--- src/rtl/sar_seq_pkg.sv ---
// Shared types for the successive approximation sequencer.
// Assumes: nothing beyond the standard language.
package sar_seq_pkg;
    typedef enum logic [1:0] {
        ST_TRACK = 2'd0,  // idle, input tracked, start accepted
        ST_CONV  = 2'd1,  // bit search under hold
        ST_XFER  = 2'd2,  // result latched, hold released, busy still high
        ST_ACQ   = 2'd3   // acquisition window, starts ignored
    } sar_state_e;
endpackage

--- src/rtl/sar_step_timer.sv ---
// Counts clocks inside one bit step and flags the decision cycle.
// Assumes: clear and run are never high together; CLKS_PER_BIT >= 1.
module sar_step_timer #(
    parameter int CLKS_PER_BIT = 2
) (
    input  logic clk,
    input  logic rst_n,
    input  logic clear,
    input  logic run,
    output logic step_end
);
    localparam int            CW   = $clog2(CLKS_PER_BIT + 1);
    localparam logic [CW-1:0] LAST = CW'(CLKS_PER_BIT - 1);

    logic [CW-1:0] cnt;

    // Decision cycle is the last clock of a step.
    assign step_end = run && (cnt == LAST);

    // Step clock counter, wraps at the end of every step.
    always_ff @(posedge clk) begin
        if (!rst_n)        cnt <= '0;
        else if (clear)    cnt <= '0;
        else if (run)      cnt <= step_end ? '0 : cnt + 1'b1;
    end


    step_cnt_range_chk: assert property (@(posedge clk) disable iff (!rst_n)
        cnt <= LAST);
endmodule

--- src/rtl/sar_bit_engine.sv ---
// Holds the trial code and a one-hot pointer to the bit under trial.
// Set on load: MSB only. On each decision: clear current bit if cmp,
// set the next lower bit. Assumes decide only while the pointer is non-zero.
module sar_bit_engine #(
    parameter int NBITS = 12
) (
    input  logic             clk,
    input  logic             rst_n,
    input  logic             load,
    input  logic             decide,
    input  logic             cmp_i,
    output logic [NBITS-1:0] trial_o,
    output logic [NBITS-1:0] code_next_o,
    output logic             last_o
);
    localparam logic [NBITS-1:0] MSB_ONE = {1'b1, {(NBITS-1){1'b0}}};

    logic [NBITS-1:0] ptr;
    logic [NBITS-1:0] ptr_n;
    logic [NBITS-1:0] trial_n;

    // Pointer advances one bit toward the LSB per decision.
    assign ptr_n  = ptr >> 1;
    assign last_o = ptr[0];

    // Per-bit next value: decide the current bit, arm the next one.
    for (genvar i = 0; i < NBITS; i++) begin : g_bit
        assign trial_n[i] = ptr[i] ? ~cmp_i : (ptr_n[i] | trial_o[i]);
    end

    assign code_next_o = trial_n;

    // Trial code and pointer registers.
    always_ff @(posedge clk) begin
        if (!rst_n) begin
            ptr     <= '0;
            trial_o <= '0;
        end else if (load) begin
            ptr     <= MSB_ONE;
            trial_o <= MSB_ONE;
        end else if (decide) begin
            ptr     <= ptr_n;
            trial_o <= trial_n;
        end
    end


    ptr_onehot_chk: assert property (@(posedge clk) disable iff (!rst_n)
        $onehot0(ptr));

    low_bits_clear_chk: assert property (@(posedge clk) disable iff (!rst_n)
        (ptr != '0) |-> ((trial_o & (ptr - 1'b1)) == '0));

    decide_live_chk: assert property (@(posedge clk) disable iff (!rst_n)
        decide |-> (ptr != '0));
endmodule

--- src/rtl/sar_ctrl_fsm.sv ---
// Control sequence: track, convert under hold, transfer, acquisition.
// Assumes the step timer flags the decision cycle and the bit engine
// flags the LSB step. ACQ_CLKS >= 1.
module sar_ctrl_fsm
    import sar_seq_pkg::*;
#(
    parameter int ACQ_CLKS = 8
) (
    input  logic clk,
    input  logic rst_n,
    input  logic start_i,
    input  logic step_end,
    input  logic last_bit,
    output logic load_o,
    output logic run_o,
    output logic xfer_o,
    output logic hold_o,
    output logic busy_o,
    output logic done_o
);
    localparam int            AW       = $clog2(ACQ_CLKS + 1);
    localparam logic [AW-1:0] ACQ_LAST = AW'(ACQ_CLKS - 1);

    sar_state_e    state;
    logic [AW-1:0] acq_cnt;

    // Start is taken only from the idle state; otherwise dropped.
    assign load_o = (state == ST_TRACK) && start_i;
    assign run_o  = (state == ST_CONV);
    assign xfer_o = run_o && step_end && last_bit;

    // Sequence state, hold, busy, done and acquisition counter.
    always_ff @(posedge clk) begin
        if (!rst_n) begin
            state   <= ST_TRACK;
            hold_o  <= 1'b0;
            busy_o  <= 1'b0;
            done_o  <= 1'b0;
            acq_cnt <= '0;
        end else begin
            done_o <= 1'b0;
            unique case (state)
                ST_TRACK: if (start_i) begin
                    state  <= ST_CONV;
                    hold_o <= 1'b1;
                    busy_o <= 1'b1;
                end
                ST_CONV: if (xfer_o) begin
                    state  <= ST_XFER;
                    hold_o <= 1'b0;
                end
                ST_XFER: begin
                    state   <= ST_ACQ;
                    busy_o  <= 1'b0;
                    done_o  <= 1'b1;
                    acq_cnt <= '0;
                end
                ST_ACQ: begin
                    if (acq_cnt == ACQ_LAST) state <= ST_TRACK;
                    else                     acq_cnt <= acq_cnt + 1'b1;
                end
                default: state <= ST_TRACK;
            endcase
        end
    end


    hold_from_idle_chk: assert property (@(posedge clk) disable iff (!rst_n)
        $rose(hold_o) |-> $past(state == ST_TRACK) && $past(start_i));

    acq_no_start_chk: assert property (@(posedge clk) disable iff (!rst_n)
        (state == ST_ACQ) |=> !hold_o);

    done_single_chk: assert property (@(posedge clk) disable iff (!rst_n)
        done_o |=> !done_o);
endmodule

--- src/rtl/sar_result_latch.sv ---
// Output latch for the finished code; loads only at the final decision.
// Assumes load is a single-cycle pulse per conversion.
module sar_result_latch #(
    parameter int NBITS = 12
) (
    input  logic             clk,
    input  logic             rst_n,
    input  logic             load,
    input  logic [NBITS-1:0] code_i,
    output logic [NBITS-1:0] result_o
);
    // Capture the finished code.
    always_ff @(posedge clk) begin
        if (!rst_n)    result_o <= '0;
        else if (load) result_o <= code_i;
    end


    result_hold_chk: assert property (@(posedge clk) disable iff (!rst_n)
        !$stable(result_o) |-> $past(load));
endmodule

--- src/rtl/sar_conv_sequencer.sv ---
// Top: successive approximation sequencer with hold/track control and
// an enforced acquisition window. Assumes an external DAC driven by
// trial_o and a comparator returning cmp_i within one step.
module sar_conv_sequencer #(
    parameter int NBITS        = 12,
    parameter int CLKS_PER_BIT = 2,
    parameter int ACQ_CLKS     = 8
) (
    input  logic             clk,
    input  logic             rst_n,
    input  logic             start_i,
    input  logic             cmp_i,
    output logic             hold_o,
    output logic             busy_o,
    output logic             done_o,
    output logic [NBITS-1:0] trial_o,
    output logic [NBITS-1:0] result_o
);
    logic load, run, xfer, step_end, last_bit;
    logic [NBITS-1:0] code_next;

    sar_ctrl_fsm #(.ACQ_CLKS(ACQ_CLKS)) u_fsm (
        .clk(clk), .rst_n(rst_n), .start_i(start_i),
        .step_end(step_end), .last_bit(last_bit),
        .load_o(load), .run_o(run), .xfer_o(xfer),
        .hold_o(hold_o), .busy_o(busy_o), .done_o(done_o)
    );

    sar_step_timer #(.CLKS_PER_BIT(CLKS_PER_BIT)) u_timer (
        .clk(clk), .rst_n(rst_n), .clear(load), .run(run),
        .step_end(step_end)
    );

    sar_bit_engine #(.NBITS(NBITS)) u_bits (
        .clk(clk), .rst_n(rst_n), .load(load), .decide(step_end),
        .cmp_i(cmp_i), .trial_o(trial_o), .code_next_o(code_next),
        .last_o(last_bit)
    );

    sar_result_latch #(.NBITS(NBITS)) u_latch (
        .clk(clk), .rst_n(rst_n), .load(xfer), .code_i(code_next),
        .result_o(result_o)
    );


    hold_in_busy_chk: assert property (@(posedge clk) disable iff (!rst_n)
        hold_o |-> busy_o);

    release_then_done_chk: assert property (@(posedge clk) disable iff (!rst_n)
        $fell(hold_o) |-> busy_o ##1 done_o);

    done_idle_chk: assert property (@(posedge clk) disable iff (!rst_n)
        done_o |-> !hold_o && !busy_o && $past(busy_o));

    no_restart_chk: assert property (@(posedge clk) disable iff (!rst_n)
        (busy_o && start_i) |=> (trial_o != {1'b1, {(NBITS-1){1'b0}}}) || !hold_o || $past(trial_o) == trial_o);
endmodule

--- config.mk ---
export PLATFORM = sky130hd
export DESIGN_NAME = sar_conv_sequencer
export DESIGN_NICKNAME = d
export VERILOG_FILES = /design/src/rtl/sar_seq_pkg.sv /design/src/rtl/sar_step_timer.sv /design/src/rtl/sar_bit_engine.sv /design/src/rtl/sar_ctrl_fsm.sv /design/src/rtl/sar_result_latch.sv /design/src/rtl/sar_conv_sequencer.sv
export SDC_FILE = /design/constraint.sdc
export NUM_CORES = 1
export LEC_CHECK = 0
export ABC_AREA = 1
export CAP_MARGIN = 40
export CELL_PAD_IN_SITES_DETAIL_PLACEMENT = 1
export CELL_PAD_IN_SITES_GLOBAL_PLACEMENT = 2
export CORE_MARGIN = 4
export CORE_UTILIZATION = 30
export DETAILED_ROUTE_END_ITERATION = 12
export PLACE_DENSITY_LB_ADDON = 0.1
export SETUP_SLACK_MARGIN = 0.5
export SYNTH_ARGS = -nofsm -noshare
export SYNTH_HDL_FRONTEND = slang
export SYNTH_SLANG_ARGS = --single-unit
--- constraint.sdc ---
create_clock -name clk -period 1.7 [get_ports clk]
set_clock_uncertainty 0.05 [all_clocks]
set_input_delay 0.51 -clock clk [delete_from_list [all_inputs] [get_ports clk]]
set_output_delay 0.51 -clock clk [all_outputs]
set_load 0.01 [all_outputs]
# After elaboration in Yosys (flattened, before gate mapping)
# Cells that the tools add are included.
# classes
mux	28
n_reduce_logical	14
bitwise_logic	13
n_addsub	2
eq_ne	9
# op_table
operator	count
$mux W12	4
$mux W1	15
$or A1 B1 Y1	11
$mux W2	4
$pmux W2 S4	1
$pmux W4 S2	1
$reduce_bool A2 Y1	4
$ne A2 B2 Y1 const B	3
$reduce_and A3 Y1	2
$add A4 B1 Y4 const B	1
$eq A2 B1 Y1 const B	2
$eq A2 B2 Y1 const B	2
$eq A4 B3 Y1 const B	1
$logic_and A1 B1 Y1	4
$mux W4	1
$pmux W1 S2	2
$reduce_and A2 Y1	2
$add A2 B1 Y2 const B	1
$logic_not A2 Y1	1
$ne A2 B1 Y1 const B	1
$not A1 Y1	2
$reduce_or A2 Y1	1
# totals
ff_bits	47
in_bits	4
out_inout_bits	27
wordCells	77

# Logic depth before layout (Yosys ltp)
# Gate-level depths: netlist of the first run.
# logic_depth
ltp_word	6
ltp_mapped	9

# Cells and area by module
# From an unflattened synthesis of the first run, not the netlist that was laid out.
# unflattened
cells_unflattened	309
hier_area_um2	2336.0
# by_module_without_submodules
module	n_inst	area_each_um2	seq_area_each_um2	cells_per_inst
sar_bit_engine	1	1265.0	480.5	156
sar_ctrl_fsm	1	499.2	180.2	68
sar_result_latch	1	493.0	240.2	75
sar_step_timer	1	78.8	40.0	10

# Worst setup path before layout of the first run
# No wires, ideal clock.
# synth_timing
path_type	register to register
startpoint	reg u_fsm.state[1]
endpoint	reg u_bits.trial_o[1]
arrival_time_ps	1215
stages_incl_launch_ff	9
setup_slack_ps	318
period_less_slack_ps	1382
setup_ps	117
cell_sequence	dfxtp_1 inv_1 ha_1 nand2_2 nor2_8 inv_1 buf_2 nor2_1 nor2_1
# synth_via
elab_chain_cells	3
# synth_rtl
item	line	rtl
start: declaration	sar_ctrl_fsm.sv:24	sar_state_e state;
start signal: assignment	sar_ctrl_fsm.sv:35	state <= ST_TRACK;
start signal: assignment	sar_ctrl_fsm.sv:44	state <= ST_CONV;
start signal: assignment	sar_ctrl_fsm.sv:49	state <= ST_XFER;
$logic_not A2 Y1	sar_ctrl_fsm.sv:28	assign load_o = (state == ST_TRACK) && start_i;
$logic_and A1 B1 Y1	sar_ctrl_fsm.sv:28	
$reduce_or A2 Y1 (no source line)	-	
end signal: assignment	sar_bit_engine.sv:43	trial_o <= trial_n;
end: declaration	sar_bit_engine.sv:12	output logic [NBITS-1:0] trial_o,
# Parallel ways exist; a longest one is shown, timed or not.
# A chain may end at the register's enable or synchronous reset.

# Worst setup path after layout of the first run
# layout_timing
startpoint	reg u_fsm.state[1]
endpoint	reg u_fsm.hold_o
# layout_via
elab_chain_cells	6
# layout_rtl
item	line	rtl
$eq A2 B1 Y1	sar_ctrl_fsm.sv:29, sar_ctrl_fsm.sv:42	
$logic_and A1 B1 Y1	sar_step_timer.sv:18	assign step_end = run && (cnt == LAST);
$logic_and A1 B1 Y1 (2 in series)	sar_ctrl_fsm.sv:30	assign xfer_o = run_o && step_end && last_bit;
$ne A2 B2 Y1 (no source line)	-	
$reduce_and A3 Y1 (no source line)	-	
end signal: assignment	sar_ctrl_fsm.sv:36	hold_o <= 1'b0;
end signal: assignment	sar_ctrl_fsm.sv:45	hold_o <= 1'b1;
end signal: assignment	sar_ctrl_fsm.sv:50	hold_o <= 1'b0;
end: declaration	sar_ctrl_fsm.sv:17	output logic hold_o,
# Parallel ways exist; a longest one is shown, timed or not.

==> results of run 1 <==
[worst min-delay path by stage]
| stage | from | endpoint | slack [ns] | cells past startpoint |
|---|---|---|---|---|
| after detailed placement | u_latch.result_o[0] | u_latch.result_o[0] | 0.40 | 2 |
| final | u_fsm.busy_o | u_fsm.busy_o | 0.46 | 1 |
| after CTS | u_latch.result_o[11] | u_latch.result_o[11] | 0.43 | 2 |
| after global placement | u_latch.result_o[0] | u_latch.result_o[0] | 0.39 | 2 |
| after floorplan | u_bits.ptr[1] | u_bits.ptr[0] | 0.41 | 2 |
| after global routing | u_fsm.busy_o | u_fsm.busy_o | 0.48 | 1 |
[area by class of cell]
type | count | area [µm²]
multi-input cells | 175 | 1070
clock buffers | 6 | 72.6
well taps | 77 | 96.3
repair buffers | 70 | 736
inverters | 31 | 149
clock inverters | 2 | 11.3
flip-flops and latches | 47 | 988
fillers | 775 | 3260
[kinds of logic after synthesis]
family / Yosys count / share of synthesized area
AO/OA/AOI/OAI: 83 / 0.216
buffers and inverters: 42 / 0.0888
flip-flops: 47 / 0.474
AND/OR/NAND/NOR: 86 / 0.184
adder cells (fa/ha/maj): 6 / 0.0378
[routing by layer]
metal	global-route usage	wire, µm	vias up
met5	0	0	-
met4	0.0487	86	0
met3	0.0387	193	6
met2	0.246	2850	33
met1	0.207	2820	904
li1	-	-	992
[sequential cells by signal, summed over array words and instances, names as in the netlist]
| register | flops |
|---|---|
| u_timer.cnt | 2 |
| u_fsm.state | 2 |
| u_fsm.done_o | 1 |
| u_fsm.acq_cnt | 4 |
| u_fsm.busy_o | 1 |
| u_bits.trial_o | 12 |
| u_bits.ptr | 12 |
| u_fsm.hold_o | 1 |
| u_latch.result_o | 12 |
[power groups by stage]
stage | logic [mW] | registers, mW | clock network [mW]
2_1_floorplan | 0.520 | 1.34 | 0
3_3_place_gp | 0.809 | 1.33 | 0
3_5_place_dp | 0.813 | 1.34 | 0
4_1_cts | 0.985 | 1.32 | 0.712
5_1_grt | 1.37 | 1.34 | 0.759
6_report | 1.24 | 1.33 | 0.676
[repair_timing]
action                     CTS  global route
gates resized for setup    208            45
buffers inserted            18             9
gates cloned                 1             2
pin swaps                   13            15
setup endpoints to repair   74            73
[worst max-delay path: stages, from the launching register on]
cell,delay (ns)
dfxtp_2,0.37
inv_4,0.06
ha_4,0.17
buf_4,0.13
buf_6,0.11
buf_6,0.11
nor2_4,0.06
nor2_1,0.04
nand2_1,0.05
nand2_1,0.05
a21oi_1,0.14
[layout by cell type, fill, tap and decap left out, types with 2 or more instances in the layout]
cell type      instances
ha_2                   2
nand2_4                6
nor2_4                11
inv_4                  4
o21ai_0               39
nor3_1                 2
dfxtp_4                3
dlygate4sd2_1          3
a21oi_1               20
a21oi_2                2
nand4_1                3
buf_6                 33
buf_12                 3
ha_1                   2
o21ai_1               18
ha_4                   2
dfxtp_2               29
buf_4                 28
nor2_1                33
inv_1                 24
clkbuf_8               5
nand3_1                5
nor2_2                 3
dfxtp_1               15
nand2_1               17
nand2_2                4
==> flow_metrics.env, run 1 <==
export IMPL_run_status="completed"
export IMPL_clockBufferDepth=2
export IMPL_grt_usage=0.155
export IMPL_peakVddDrop_v=0.000649
export IMPL_synth_distinct_cells=23
export IMPL_grt_max_degree=23
export IMPL_synth_seq_cells=47
export IMPL_area_growth_pct=57.2
export IMPL_fin_hold_ws_ns=0.459
export IMPL_setup_tns_ns=0
export IMPL_fin_cells=408
export IMPL_wl_per_cell_um=14.6
export IMPL_crit_start="u_fsm.state[1]"
export IMPL_pwr_share_clk=0.208
export IMPL_antenna_found_initial=0
export IMPL_grt_pass1_wl_mm=9.40
export IMPL_yosys_area_top_type="dfxtp_1"
export IMPL_setup_viol=0
export IMPL_cp_arrival_ns=1.58
export IMPL_ys_seq_area_frac=0.474
export IMPL_ctsHoldBuffers=0
export IMPL_swShare=0.343
export IMPL_dieWidth_um=89.4
export IMPL_critPathKind="flop to flop"
export IMPL_slew_headroom=0.676
export IMPL_rows=29
export IMPL_cts_buffers=5
export IMPL_power_mw=3.24
export IMPL_worst_ep_required_time_ns=1.88
export IMPL_endpoint_kind="flop"
export IMPL_core_mm2=0.00639
export IMPL_p_comb_frac=0.382
export IMPL_clk_latency_ns=0.30
export IMPL_avgSynthCellArea_um2=7.52
export IMPL_fin_ws_ns=0.294
export IMPL_insertedDiodeCount=0
export IMPL_vias=1935
export IMPL_async_flop_share=0
export IMPL_place_congestion=0.735
export IMPL_utilization=0.489
export IMPL_synth_edf_count=0
export IMPL_hp_class="flop to flop"
export IMPL_vias_per_cell=4.74
export IMPL_clk_pin_slew_ns=0.09
export IMPL_synthCells=264
export IMPL_ys_warn_count=0
export IMPL_initial_core_util=0.311
export IMPL_synth_top_area_frac=0.474
export IMPL_port_buffers=30
export IMPL_slew_viol_final=0
export IMPL_grt_overflow=0
export IMPL_design_area_mm2=0.00312
export IMPL_period_needed_ns=1.41
export IMPL_cellLeakagePower_nw=1.37
export IMPL_p_seq_frac=0.409
export IMPL_cts_sinks=47
export IMPL_synthFlopType="dfxtp_1"
export IMPL_rsz0062_at_grt="true"
export IMPL_hold_violations=0
export IMPL_syn_area_mm2=0.00199
export IMPL_crit_path_max_fanout=3
export IMPL_place_inst=370
export IMPL_rrSetupSlack_ns=0.29
export IMPL_worstReg2RegStart="u_fsm.state[1]"
export IMPL_r2r_end="u_fsm.hold_o"
export IMPL_cp_start_kind="flop"
export IMPL_p_sw_mw=1.11
export IMPL_cts_htree_levels=2
export IMPL_fmax_ghz=0.711
export IMPL_drv_cap=0
export IMPL_dr_first_iter_drc_count=100
export IMPL_ant_nets=0
export IMPL_dieHeight_um=89.4
export IMPL_finalCritPeriodShare=0.827
export IMPL_synthTopCellsByArea="dfxtp_1 (47%), o21ai_0 (14%), nor2_1 (8.9%), inv_1 (5.7%), a21oi_1 (5.3%)"
export IMPL_cts_root_buf="clkbuf_8"
export IMPL_drive_gt1_frac=0.444
export IMPL_syn_nets=274
export IMPL_place_area_mm2=0.00245
export IMPL_post_place_ws_ns=-0.0631
export IMPL_power_density_mw_per_mm2=1040
export IMPL_yosysMostFrequentCell="o21ai_0"
export IMPL_crit_end="u_fsm.hold_o"
export IMPL_internal_power_mw=2.13
export IMPL_grt_pass1_vias=1925
export IMPL_nNetsFinal=340
export IMPL_synth_common_cells="o21ai_0 (55), dfxtp_1 (47), nor2_1 (47)"
export IMPL_dp_final_hpwl_mm=3.62
export IMPL_firstDrtPassIters=4
export IMPL_wl_mm=5.95
export IMPL_cts_tree="yes"
export IMPL_worstMarginPinSlew_ns=0.482
export IMPL_drc=0
export IMPL_r2r_cells=10
export IMPL_pin_count=31
export IMPL_die_area_mm2=0.00798
(Power assumes the default switching activity.)
==> inputs of run 2 (changes only) <==
--- a/config.mk
+++ b/config.mk
@@ -10,7 +10,7 @@
 export CELL_PAD_IN_SITES_DETAIL_PLACEMENT = 1
 export CELL_PAD_IN_SITES_GLOBAL_PLACEMENT = 2
 export CORE_MARGIN = 4
-export CORE_UTILIZATION = 30
+export CORE_UTILIZATION = 27
 export DETAILED_ROUTE_END_ITERATION = 12
 export PLACE_DENSITY_LB_ADDON = 0.1
 export SETUP_SLACK_MARGIN = 0.5
==> constraint.sdc (replaced) <==
create_clock -name clk -period 1.2 [get_ports clk]
set_clock_uncertainty 0.05 [all_clocks]
set_input_delay 0.36 -clock clk [delete_from_list [all_inputs] [get_ports clk]]
set_output_delay 0.36 -clock clk [all_outputs]
set_load 0.01 [all_outputs]
==> flow_metrics.env, run 2 (synthesized netlist as in run 1, its figures left out) <==
export IMPL_run_status="finished with violations"
export IMPL_violations="setup timing"
export IMPL_clk_latency_ns=0.30
export IMPL_fin_cells=449
export IMPL_slew_headroom=0.784
export IMPL_grt_max_degree=24
export IMPL_dieWidth_um=93.8
export IMPL_crit_path_max_fanout=6
export IMPL_insertedDiodeCount=0
export IMPL_utilization=0.503
export IMPL_cp_start_kind="flop"
export IMPL_nNetsFinal=362
export IMPL_die_area_mm2=0.00879
export IMPL_wl_mm=6.43
export IMPL_worst_ep_required_time_ns=1.34
export IMPL_cts_sinks=47
export IMPL_initial_core_util=0.284
export IMPL_post_place_ws_ns=-0.500
export IMPL_firstDrtPassIters=3
export IMPL_vias_per_cell=4.63
export IMPL_finalCritPeriodShare=1.15
export IMPL_ctsHoldBuffers=0
export IMPL_dr_first_iter_drc_count=66
export IMPL_grt_pass1_wl_mm=11.2
export IMPL_layout_commonest_cell="buf_6"
export IMPL_hp_class="flop to flop"
export IMPL_slew_viol_final=0
export IMPL_ant_nets=0
export IMPL_power_mw=5.29
export IMPL_clk_pin_slew_ns=0.08
export IMPL_nFillCells=840
export IMPL_cellLeakagePower_nw=1.55
export IMPL_dp_final_hpwl_mm=4.19
export IMPL_pin_count=31
export IMPL_period_needed_ns=1.38
export IMPL_fin_hold_ws_ns=0.416
export IMPL_drv_cap=0
export IMPL_endpoint_kind="flop"
export IMPL_top_regs="u_bits.ptr: 12 flops, u_bits.trial_o: 12 flops, u_latch.result_o: 12 flops"
export IMPL_antenna_found_initial=0
export IMPL_power_density_mw_per_mm2=1500
export IMPL_rsz0062_at_grt="true"
export IMPL_design_area_mm2=0.00351
export IMPL_mostFrequentLayoutCells="buf_6 (41), buf_4 (39), nor2_1 (34)"
export IMPL_vias=2077
export IMPL_grt_usage=0.161
export IMPL_cts_htree_levels=2
export IMPL_rows=30
export IMPL_worstMarginPinSlew_ns=0.320
export IMPL_grt_overflow=0
export IMPL_drc=0
export IMPL_clockBufferDepth=2
export IMPL_critical_path_top_delay_family="flip-flops"
export IMPL_critPathKind="flop to flop"
export IMPL_fmax_ghz=0.725
export IMPL_cts_tree="yes"
export IMPL_hold_violations=0
export IMPL_cp_arrival_ns=1.52
export IMPL_setup_viol=44
export IMPL_grt_pass1_vias=2265
export IMPL_cts_buffers=5
export IMPL_cp_cell_sequence="ha_4, nand2_4, nor2_8, buf_12, buf_8, nor2_2, o21ai_1, inv_1"
export IMPL_port_buffers=30
export IMPL_setup_tns_ns=-5.58
export IMPL_core_mm2=0.00698
export IMPL_place_congestion=0.744
export IMPL_cts_root_buf="clkbuf_8"
export IMPL_cp_slowest_cell="dfxtp_4"
export IMPL_path_buf_inv=3
export IMPL_max_stage_delay_ns=0.40
export IMPL_area_growth_pct=76.9
export IMPL_place_area_mm2=0.00279
export IMPL_peakVddDrop_v=0.000638
export IMPL_dieHeight_um=93.8
export IMPL_drive_gt1_frac=0.584
export IMPL_fin_ws_ns=-0.180
export IMPL_wl_per_cell_um=14.3
export IMPL_place_inst=421
[run 2: worst min-delay path, stage by stage (launching register included)]
cell     delay (ns)
dfxtp_2        0.33
inv_1          0.05
a21oi_1        0.05
[run 2: area by class of cell]
class / count / area [µm²] / area share
Sequential cell: 47 / 983 / 0.280
Clock buffer: 8 / 100 / 0.0285
Timing Repair Buffer: 92 / 963 / 0.274
Tap cell: 96 / 120 / 0.0342
Multi-Input combinational cell: 175 / 1200 / 0.341
Inverter: 31 / 149 / 0.0424
[run 2: worst paths after layout]
check,from,cells past startpoint,endpoint,slack [ns]
max,u_fsm.state[0],8,u_bits.trial_o[11],-0.18
min,u_latch.result_o[0],2,u_latch.result_o[0],0.42
max reg2reg,u_fsm.state[0],8,u_bits.trial_o[11],-0.18
min reg2reg,u_latch.result_o[0],2,u_latch.result_o[0],0.42
[run 2: repair_timing]
| item | CTS | global route |
|---|---|---|
| cloned | 3 | 0 |
| setup endpoints to repair | 74 | 74 |
| buffers inserted | 14 | 3 |
| gates resized for setup | 243 | 37 |
| pin swaps | 25 | 11 |
[run 2: power by group]
| part | switching, mW | total [mW] | internal [mW] | leakage (nW) |
|---|---|---|---|---|
| sequential | 0.149 | 1.89 | 1.74 | 0.395 |
| clock | 0.524 | 1.05 | 0.527 | 0.0515 |
| combinational | 1.13 | 2.35 | 1.22 | 1.10 |
[run 2: routing by layer]
layer | global-route usage | vias to the layer above | part of all wire
met2 | 0.271 | 29 | 0.49
met1 | 0.212 | 1003 | 0.46
met4 | 0.0313 | 0 | 0.010
met5 | 0 | - | 0
li1 | - | 1039 | -
met3 | 0.0321 | 6 | 0.033
==> inputs of run 3 (changes only) <==
--- a/config.mk
+++ b/config.mk
@@ -13,6 +13,7 @@
 export CORE_UTILIZATION = 27
 export DETAILED_ROUTE_END_ITERATION = 12
 export PLACE_DENSITY_LB_ADDON = 0.1
+export REMOVE_ABC_BUFFERS = 1
 export SETUP_SLACK_MARGIN = 0.5
 export SYNTH_ARGS = -nofsm -noshare
 export SYNTH_HDL_FRONTEND = slang
==> flow_metrics.env, run 3 (synthesized netlist as in run 1, its figures left out) <==
export IMPL_drc=0
export IMPL_grt_usage=0.158
export IMPL_die_area_mm2=0.00879
export IMPL_hold_violations=0
export IMPL_utilization=0.503
export IMPL_nFillCells=827
export IMPL_fin_ws_ns=-0.204
export IMPL_mostFrequentLayoutCells="buf_4 (47), buf_6 (43), nor2_1 (33)"
export IMPL_cts_root_buf="clkbuf_8"
export IMPL_endpoint_kind="flop"
export IMPL_r2r_cells=8
export IMPL_vias_per_cell=4.52
export IMPL_initial_core_util=0.284
export IMPL_grt_pass1_vias=2078
export IMPL_cts_tree="yes"
export IMPL_worstHoldEndpoint="u_latch.result_o[0]"
export IMPL_grt_max_degree=15
export IMPL_slew_viol_final=0
export IMPL_multi_input_area_mm2=0.00117
export IMPL_rows=30
export IMPL_register_area_um2=978
export IMPL_worst_ep_required_time_ns=1.35
export IMPL_rsz0062_at_grt="true"
export IMPL_ant_nets=0
export IMPL_critPathKind="flop to flop"
export IMPL_fmax_ghz=0.712
export IMPL_drive_gt1_frac=0.553
export IMPL_antenna_found_initial=0
export IMPL_nNetsFinal=371
export IMPL_wl_mm=6.54
export IMPL_clk_pin_slew_ns=0.08
export IMPL_peakVddDrop_v=0.000590
export IMPL_cellLeakagePower_nw=1.53
export IMPL_insertedDiodeCount=0
export IMPL_violations="setup timing"
export IMPL_dp_final_hpwl_mm=4.26
export IMPL_finalCritPeriodShare=1.17
export IMPL_vias=2060
export IMPL_core_mm2=0.00698
export IMPL_cp_arrival_ns=1.55
export IMPL_layout_commonest_cell="buf_4"
export IMPL_setup_tns_ns=-7.19
export IMPL_dr_first_iter_drc_count=53
export IMPL_slew_headroom=0.676
export IMPL_cp_start_kind="flop"
export IMPL_ctsHoldBuffers=0
export IMPL_pin_count=31
export IMPL_hp_class="flop to flop"
export IMPL_power_density_mw_per_mm2=1450
export IMPL_grt_pass1_wl_mm=10.8
export IMPL_grt_overflow=0
export IMPL_clk_latency_ns=0.30
export IMPL_dieHeight_um=93.8
export IMPL_period_needed_ns=1.40
export IMPL_wl_per_cell_um=14.3
export IMPL_place_area_mm2=0.00276
export IMPL_hold_depth=2
export IMPL_setup_viol=47
export IMPL_cts_sinks=47
export IMPL_fin_hold_ws_ns=0.402
export IMPL_r2r_end="u_latch.result_o[1]"
export IMPL_cts_buffers=5
export IMPL_worstMarginPinSlew_ns=0.481
export IMPL_drv_cap=0
export IMPL_clockBufferDepth=2
export IMPL_rrSetupSlack_ns=-0.20
export IMPL_hp_start="u_latch.result_o[0]"
export IMPL_crit_path_max_fanout=5
export IMPL_port_buffers=30
export IMPL_area_growth_pct=76.7
export IMPL_design_area_mm2=0.00351
export IMPL_post_place_ws_ns=-0.433
export IMPL_dieWidth_um=93.8
export IMPL_top_regs="u_bits.ptr: 12 flops, u_bits.trial_o: 12 flops, u_latch.result_o: 12 flops"
export IMPL_worstReg2RegStart="u_fsm.state[1]"
export IMPL_cts_htree_levels=2
export IMPL_run_status="finished with violations"
export IMPL_place_congestion=0.773
export IMPL_firstDrtPassIters=4
run 3: cell types whose count changed in the layout (fill, tap and decap cells not counted), moves of 3 or more:
cell	before	now
nand2_1	13	19
nand2_2	7	2
o21ai_0	22	26
inv_1	21	25
o21ai_1	14	11
buf_4	39	47
run 3: layer usage:
layer | vias to the layer above | track usage | share of wire
li1 | 1060 | - | -
met3 | 5 | 0.0313 | 0.030
met4 | 0 | 0.0505 | 0.0072
met2 | 25 | 0.242 | 0.48
met1 | 970 | 0.221 | 0.48
met5 | - | 0 | 0
run 3: area by class of cell:
cell class | instances | share of cell area
multi-input cells | 175 | 0.335
clock buffers | 6 | 0.0207
inverters | 31 | 0.0389
flip-flops and latches | 47 | 0.279
repair buffers | 101 | 0.292
well taps | 96 | 0.0342
run 3: timing repair:
item | in CTS | in global routing
gates cloned | 2 | 1
resized for setup | 256 | 45
setup buffers | 10 | 6
endpoints found under the setup margin | 74 | 74
pin swaps | 13 | 10
run 3: through the flow:
stage	power, mW	instances
finish	5.08	456
global route	5.42	456
CTS	4.81	449
detailed placement	3.24	431
global placement	3.23	431
floorplan	2.49	253
run 3: worst max path at each step:
stage,slack [ns],cells after the start,end,startpoint
global placement,-0.46,8,u_bits.trial_o[11],cmp_i
detailed placement,-0.43,8,u_bits.trial_o[11],cmp_i
CTS,-0.21,9,u_latch.result_o[3],u_fsm.state[1]
finish,-0.20,8,u_latch.result_o[1],u_fsm.state[1]
global route,-0.28,9,u_bits.trial_o[11],u_fsm.state[1]
floorplan,-0.41,9,u_latch.result_o[10],u_fsm.state[1]
run 3: critical path: stages, from the launching register on:
cell     delay [ns]
dfxtp_2        0.33
inv_2          0.08
ha_4           0.16
nand2_4        0.07
nor2_8         0.19
nand2_8        0.11
buf_4          0.16
nor2_1         0.11
nor2_1         0.05
run 3: where the power goes:
group          total [mW]  leakage (nW)  internal [mW]  switching, mW
clock               0.911        0.0371          0.390          0.521
combinational        2.30          1.10           1.19           1.10
sequential           1.87         0.394           1.73          0.136
total                5.08          1.53           3.32           1.76
